File: src/rtl/mat_pkg.sv
package mat_pkg;
  localparam int SRC_W = 2;

  typedef enum logic [1:0] {
    REG_CTRL  = 2'd0,
    REG_COUNT = 2'd1,
    REG_MOD   = 2'd2,
    REG_START = 2'd3
  } reg_sel_e;

  typedef enum logic [SRC_W-1:0] {
    SRC_OFF   = 2'd0,
    SRC_BUS   = 2'd1,
    SRC_FIXED = 2'd2,
    SRC_OFF_B = 2'd3
  } clk_src_e;
endpackage

File: src/rtl/mat_prescaler.sv
module mat_prescaler #(
  parameter int PS_W = 3
) (
  input  logic                     clk,
  input  logic                     rst_n,
  input  logic [mat_pkg::SRC_W-1:0] src_sel,
  input  logic                     fixed_tick,
  input  logic [PS_W-1:0]          ps,
  output logic                     tick
);
  import mat_pkg::*;

  localparam int DIV_W = (1 << PS_W) - 1;

  // Terminal count for a divide by 2^p: p low-order ones.
  function automatic logic [DIV_W-1:0] div_mask(input logic [PS_W-1:0] p);
    logic [DIV_W-1:0] m;
    for (int i = 0; i < DIV_W; i++) m[i] = (i < int'(p));
    return m;
  endfunction

  logic [DIV_W-1:0] div_q;
  logic             running;
  logic             src_evt;
  logic             at_term;

  always_comb begin
    unique case (src_sel)
      SRC_BUS:   begin running = 1'b1; src_evt = 1'b1;       end
      SRC_FIXED: begin running = 1'b1; src_evt = fixed_tick; end
      default:   begin running = 1'b0; src_evt = 1'b0;       end
    endcase
  end

  assign at_term = (div_q >= div_mask(ps));
  assign tick    = src_evt && at_term;

  always_ff @(posedge clk or negedge rst_n) begin
    if (!rst_n)          div_q <= '0;
    else if (!running)   div_q <= '0;
    else if (src_evt)    div_q <= at_term ? '0 : div_q + 1'b1;
  end
endmodule

File: src/rtl/mat_counter.sv
module mat_counter #(
  parameter int CNT_W = 16
) (
  input  logic             clk,
  input  logic             rst_n,
  input  logic             tick,
  input  logic             load,
  input  logic [CNT_W-1:0] start_val,
  input  logic [CNT_W-1:0] mod_val,
  output logic [CNT_W-1:0] cnt,
  output logic             wrap
);
  // Value after one tick: reload at the modulus, else step up.
  function automatic logic [CNT_W-1:0] step_count(
    input logic [CNT_W-1:0] cur,
    input logic [CNT_W-1:0] top,
    input logic [CNT_W-1:0] base
  );
    return (cur == top) ? base : cur + 1'b1;
  endfunction

  assign wrap = tick && !load && (cnt == mod_val);

  always_ff @(posedge clk or negedge rst_n) begin
    if (!rst_n)     cnt <= '0;
    else if (load)  cnt <= start_val;
    else if (tick)  cnt <= step_count(cnt, mod_val, start_val);
  end
endmodule

File: src/rtl/mat_ovf_flag.sv
module mat_ovf_flag #(
  parameter int THR_W = 4
) (
  input  logic             clk,
  input  logic             rst_n,
  input  logic             wrap,
  input  logic [THR_W-1:0] thr,
  input  logic             restart,
  input  logic             clr_req,
  input  logic             rd_probe,
  output logic             flag,
  output logic             set_evt
);
  logic [THR_W-1:0] ovc_q;
  logic             armed_q;
  logic             clr_ok;

  assign set_evt = wrap && (ovc_q >= thr);
  assign clr_ok  = clr_req && armed_q;

  always_ff @(posedge clk or negedge rst_n) begin
    if (!rst_n)       ovc_q <= '0;
    else if (restart) ovc_q <= '0;
    else if (wrap)    ovc_q <= (ovc_q >= thr) ? '0 : ovc_q + 1'b1;
  end

  always_ff @(posedge clk or negedge rst_n) begin
    if (!rst_n) begin
      flag    <= 1'b0;
      armed_q <= 1'b0;
    end else if (set_evt) begin
      flag    <= 1'b1;
      armed_q <= 1'b0;
    end else if (clr_ok) begin
      flag    <= 1'b0;
      armed_q <= 1'b0;
    end else if (rd_probe && flag) begin
      armed_q <= 1'b1;
    end
  end
endmodule

File: src/rtl/mod_alarm_timer.sv
module mod_alarm_timer #(
  parameter int DATA_W = 32,
  parameter int CNT_W  = 16,
  parameter int PS_W   = 3,
  parameter int THR_W  = 4
) (
  input  logic              clk,
  input  logic              rst_n,
  input  logic              bus_wr,
  input  logic              bus_rd,
  input  logic [1:0]        bus_addr,
  input  logic [DATA_W-1:0] bus_wdata,
  output logic [DATA_W-1:0] bus_rdata,
  input  logic              fixed_tick,
  output logic              irq
);
  import mat_pkg::*;

  localparam int PS_LSB   = SRC_W;
  localparam int IE_BIT   = PS_LSB + PS_W;
  localparam int FLAG_BIT = IE_BIT + 2;
  localparam int THR_LSB  = FLAG_BIT + 1;
  localparam int CTRL_W   = THR_LSB + THR_W;

  logic [SRC_W-1:0] csel_q;
  logic [PS_W-1:0]  ps_q;
  logic             ie_q;
  logic [THR_W-1:0] thr_q;
  logic [CNT_W-1:0] mod_q;
  logic [CNT_W-1:0] init_q;
  logic [CNT_W-1:0] cnt_q;

  logic wr_ctrl, wr_mod, wr_start;
  logic cnt_wr, clr_req, rd_probe;
  logic tick, wrap, set_evt, flag_q;

  logic unused_wdata;
  assign unused_wdata = ^bus_wdata[DATA_W-1:CTRL_W] ^ bus_wdata[IE_BIT+1];

  assign wr_ctrl  = bus_wr && (bus_addr == REG_CTRL);
  assign cnt_wr   = bus_wr && (bus_addr == REG_COUNT);
  assign wr_mod   = bus_wr && (bus_addr == REG_MOD);
  assign wr_start = bus_wr && (bus_addr == REG_START);
  assign clr_req  = wr_ctrl && !bus_wdata[FLAG_BIT];
  assign rd_probe = bus_rd && (bus_addr == REG_CTRL);

  always_ff @(posedge clk or negedge rst_n) begin
    if (!rst_n) begin
      csel_q <= '0;
      ps_q   <= '0;
      ie_q   <= 1'b0;
      thr_q  <= '0;
    end else if (wr_ctrl) begin
      csel_q <= bus_wdata[SRC_W-1:0];
      ps_q   <= bus_wdata[PS_LSB +: PS_W];
      ie_q   <= bus_wdata[IE_BIT];
      thr_q  <= bus_wdata[THR_LSB +: THR_W];
    end
  end

  always_ff @(posedge clk or negedge rst_n) begin
    if (!rst_n) begin
      mod_q  <= '1;
      init_q <= '0;
    end else begin
      if (wr_mod)   mod_q  <= bus_wdata[CNT_W-1:0];
      if (wr_start) init_q <= bus_wdata[CNT_W-1:0];
    end
  end

  mat_prescaler #(.PS_W(PS_W)) u_pre (
    .clk(clk), .rst_n(rst_n), .src_sel(csel_q), .fixed_tick(fixed_tick),
    .ps(ps_q), .tick(tick)
  );

  mat_counter #(.CNT_W(CNT_W)) u_cnt (
    .clk(clk), .rst_n(rst_n), .tick(tick), .load(cnt_wr),
    .start_val(init_q), .mod_val(mod_q), .cnt(cnt_q), .wrap(wrap)
  );

  mat_ovf_flag #(.THR_W(THR_W)) u_flag (
    .clk(clk), .rst_n(rst_n), .wrap(wrap), .thr(thr_q), .restart(cnt_wr),
    .clr_req(clr_req), .rd_probe(rd_probe), .flag(flag_q), .set_evt(set_evt)
  );

  always_comb begin
    bus_rdata = '0;
    unique case (bus_addr)
      REG_CTRL: begin
        bus_rdata[SRC_W-1:0]          = csel_q;
        bus_rdata[PS_LSB +: PS_W]     = ps_q;
        bus_rdata[IE_BIT]             = ie_q;
        bus_rdata[FLAG_BIT]           = flag_q;
        bus_rdata[THR_LSB +: THR_W]   = thr_q;
      end
      REG_COUNT: bus_rdata[CNT_W-1:0] = cnt_q;
      REG_MOD:   bus_rdata[CNT_W-1:0] = mod_q;
      default:   bus_rdata[CNT_W-1:0] = init_q;
    endcase
  end

  assign irq = flag_q && ie_q;
endmodule

File: config.mk
export PLATFORM = sky130hd
export DESIGN_NAME = mod_alarm_timer
export DESIGN_NICKNAME = d
export VERILOG_FILES = /design/src/rtl/mat_pkg.sv /design/src/rtl/mat_prescaler.sv /design/src/rtl/mat_counter.sv /design/src/rtl/mat_ovf_flag.sv /design/src/rtl/mod_alarm_timer.sv
export SDC_FILE = /design/constraint.sdc
export NUM_CORES = 1
export LEC_CHECK = 0
export ABC_AREA = 1
export CORE_MARGIN = 3
export CORE_UTILIZATION = 45
export DETAILED_ROUTE_END_ITERATION = 6
export HOLD_SLACK_MARGIN = 0.15
export PLACE_DENSITY_LB_ADDON = 0.1
export SKIP_CTS_REPAIR_TIMING = 1
export SYNTH_ARGS = -nofsm -noshare
export SYNTH_HDL_FRONTEND = slang
export SYNTH_SLANG_ARGS = --single-unit
File: constraint.sdc
create_clock -name clk -period 2.9 [get_ports clk]
set_clock_uncertainty 0.15 [all_clocks]
set_input_delay 0.58 -clock clk [delete_from_list [all_inputs] [get_ports clk]]
set_output_delay 0.58 -clock clk [all_outputs]
set_load 0.05 [all_outputs]
==> impl_metrics.json <==
{
  "arrival_ps": 2050,
  "crit_buf_inv": 5,
  "period_minus_slack_ps": 2780,
  "cp_top_family": "buffers and inverters",
  "antenna_found_initial": 0,
  "max_clock_freq_ghz": 0.360,
  "yosysUniqueCellTypes": 31,
  "grt_pass1_vias": 4065,
  "syn_area_per_cell_um2": 7.03,
  "timing.rr.start": "ps_q[2]$_DFFE_PN0P_",
  "post-place-ws_ps": 20.7,
  "fp-row-count": 36,
  "routed-via-count": 4298,
  "setup_tns_ps": 0,
  "dp_hpwl_um": 8960,
  "yosysWarnings": 0,
  "grt_pass1_wl_um": 20300,
  "power.density_nw_per_um2": 713,
  "ys_ff_latch": 71,
  "relSlewSlack_pct": 56.7,
  "cts_sinks": 71,
  "layout_setup_ws_ps": 123,
  "p_leak_nw": 2.71,
  "portBuffers": 39,
  "ys_seq_area_share_pct": 39.4,
  "min_from": "init_q[10]$_DFFE_PN0P_",
  "clock-root-buffer": "clkbuf_8",
  "grt_start_max_net_pins": 57,
  "routed_via_density": 5.17,
  "synth_fa_ha_area_share_pct": 4.39,
  "ios": 72,
  "instances_no_fill": 832,
  "cp-start-kind": "input pin",
  "crit_type": "in2out",
  "cp_slowest_cell": "clkdlybuf4s50_1",
  "drv_slew": 0,
  "combPwrFrac_pct": 40.6,
  "cts_tree": "yes",
  "outcome": "finished, final reports clean",
  "wirelength_um": 12100,
  "grt.total_usage_pct": 22.7,
  "path_clk_slew_ps": 80,
  "dr.pass1.iters": 5,
  "switchingPower_w": 0.00168,
  "die-area_um2": 11400,
  "setup_violations": 0,
  "synth_top_family_by_area": "simple AND/OR/NAND/NOR gates",
  "drive_above_1_share_pct": 12.6,
  "die_x_um": 107,
  "die_height_um": 107,
  "drtAntennaViolNets": 0,
  "hold_viol": 0,
  "synth_compound_area_share_pct": 11.8,
  "drc_errors": 0,
  "cts_max_path_buffers": 2,
  "critical_path.max_fanout": 10,
  "cts_max_level": 3,
  "power_frac_seq_pct": 40.1,
  "diodes": 0,
  "clkPwrFrac_pct": 19.3,
  "internal_power_w": 0.00221,
  "slowest_delay_ps": 500,
  "worst_slew_pin_slew_ps": 649,
  "path_cells": "clkdlybuf4s50_1, inv_2, nor2_2, clkinv_1, buf_4, o22ai_1, a21oi_1, o21ai_0, buf_12",
  "wl_per_cell_um": 14.5,
  "ir_drop_mv": 0.354,
  "gp_congestion": 0.920,
  "synth_simple_gate_area_share_pct": 28.9,
  "grt_overflow": 0,
  "place_inst": 815,
  "drtIter0Drc": 308,
  "numCtsBuffers": 9,
  "crit_required_ps": 2170,
  "rsz0062_at_grt": "false",
  "synth-xor-area-share_pct": 2.69,
  "synth_mux_area_share_pct": 0,
  "final_nets": 749,
  "layout_common_cells": "nand2_1, inv_1, o21ai_0",
  "initial_utilization_pct": 46.4,
  "crit_start": "bus_addr[1]",
  "holdCritPathClass": "reg2reg",
  "end_kind": "output pin",
  "final.period_utilization_pct": 95.7,
  "core_um2": 9820,
  "drv_cap": 0,
  "swShare_pct": 43.1,
  "synth_area_um2": 4560,
  "syn_inst": 648,
  "mostFrequentLayoutCell": "nand2_1",
  "syn_to_final_growth_pct": 19.5,
  "insertion_delay_ps": 360
}
==> cell type report <==
type | instances | area [um^2]
Tap cell | 133 | 166
Clock buffer | 11 | 141
Multi-Input combinational cell | 462 | 2240
Fill cell | 980 | 4370
Sequential cell | 71 | 1800
Clock inverter | 5 | 41.3
Inverter | 93 | 349
Timing Repair Buffer | 57 | 711
==> flip-flops by register name (all words and copies together), names as in the netlist <==
register        cells
u_pre.div_q         7
ps_q                3
u_flag.flag         1
init_q             16
csel_q              2
mod_q              16
ie_q                1
thr_q               4
u_cnt.cnt          16
u_flag.ovc_q        4
u_flag.armed_q      1
==> power groups by stage <==
stage          sequential (W)  combinational, W  clock (W)
2_1_floorplan         0.00144           0.00114          0
5_1_grt               0.00159           0.00178   0.000816
3_5_place_dp          0.00156           0.00158          0
4_1_cts               0.00155           0.00158   0.000778
3_3_place_gp          0.00156           0.00154          0
6_report              0.00156           0.00158   0.000752
==> synth_stat cells (all sizes together) <==
cell | instances | share of area (%)
o2111ai | 1 | 0.19
a21o | 1 | 0.16
nand2 | 216 | 18
nor2 | 37 | 3.4
a21oi | 16 | 1.8
buf | 26 | 4.1
dfrtp | 55 | 30
xnor2 | 3 | 0.58
o22ai | 12 | 1.6
inv | 92 | 7.6
o21bai | 1 | 0.16
clkbuf | 11 | 0.91
nor3b | 1 | 0.16
o21ai | 63 | 6.9
nand4 | 8 | 1.1
clkinv | 1 | 0.082
nor3 | 3 | 0.33
o221ai | 5 | 0.96
nand3 | 52 | 5.7
dfstp | 16 | 9.2
ha | 16 | 4.4
conb | 1 | 0.082
xor2 | 11 | 2.1
==> cells by family after synthesis <==
kind of cell	after synthesis
AOI/OAI and AO/OA	99
xor gates and xnor gates	14
adders and majority gates	16
buffers and inverters	130
DFF	71
other	1
and+or+nand+nor	317
==> final timing paths <==
| check | end | slack (ps) | cells after the start |
|---|---|---|---|
| setup / recovery | bus_rdata[9] | 120 | 9 |
| hold / removal | init_q[10]$_DFFE_PN0P_ | 340 | 2 |
| setup reg to reg | u_cnt.cnt[14]$_DFFE_PN0P_ | 580 | 11 |
| hold reg to reg | init_q[10]$_DFFE_PN0P_ | 340 | 2 |
| max in group asynchronous | mod_q[13]$_DFFE_PN1P_ | 1380 | 3 |
| min in group asynchronous | u_pre.div_q[4]$_DFFE_PN0P_ | 530 | 2 |
==> layer usage <==
layer	vias to the layer above	part of all wire (%)	track usage, %
met3	24	5.7	4.88
li1	2121	-	-
met1	2015	48	33.0
met2	138	44	34.2
met5	-	0	0
met4	0	2.0	6.48
==> tightest hold or removal path, delay by kind of cell, from the launching register on <==
| family | cells | cell delay [ps] |
|---|---|---|
| DFF | 1 | 350 |
| AOI/OAI and AO/OA | 1 | 60 |
| and+or+nand+nor | 1 | 50 |
==> metrics by stage <==
step | instance area, um^2 | power, W | util [%] | hold slack (ps)
2_1_floorplan | 4610 | 0.00258 | - | 134
3_3_place_gp | 5250 | 0.00310 | 53.5 | 319
3_5_place_dp | 5250 | 0.00314 | 53.5 | 323
4_1_cts | 5430 | 0.00391 | 55.3 | -16.3
5_1_grt | 5450 | 0.00419 | 55.5 | 359
6_report | 5450 | 0.00389 | 55.5 | 338
(Power assumes the default switching activity.)
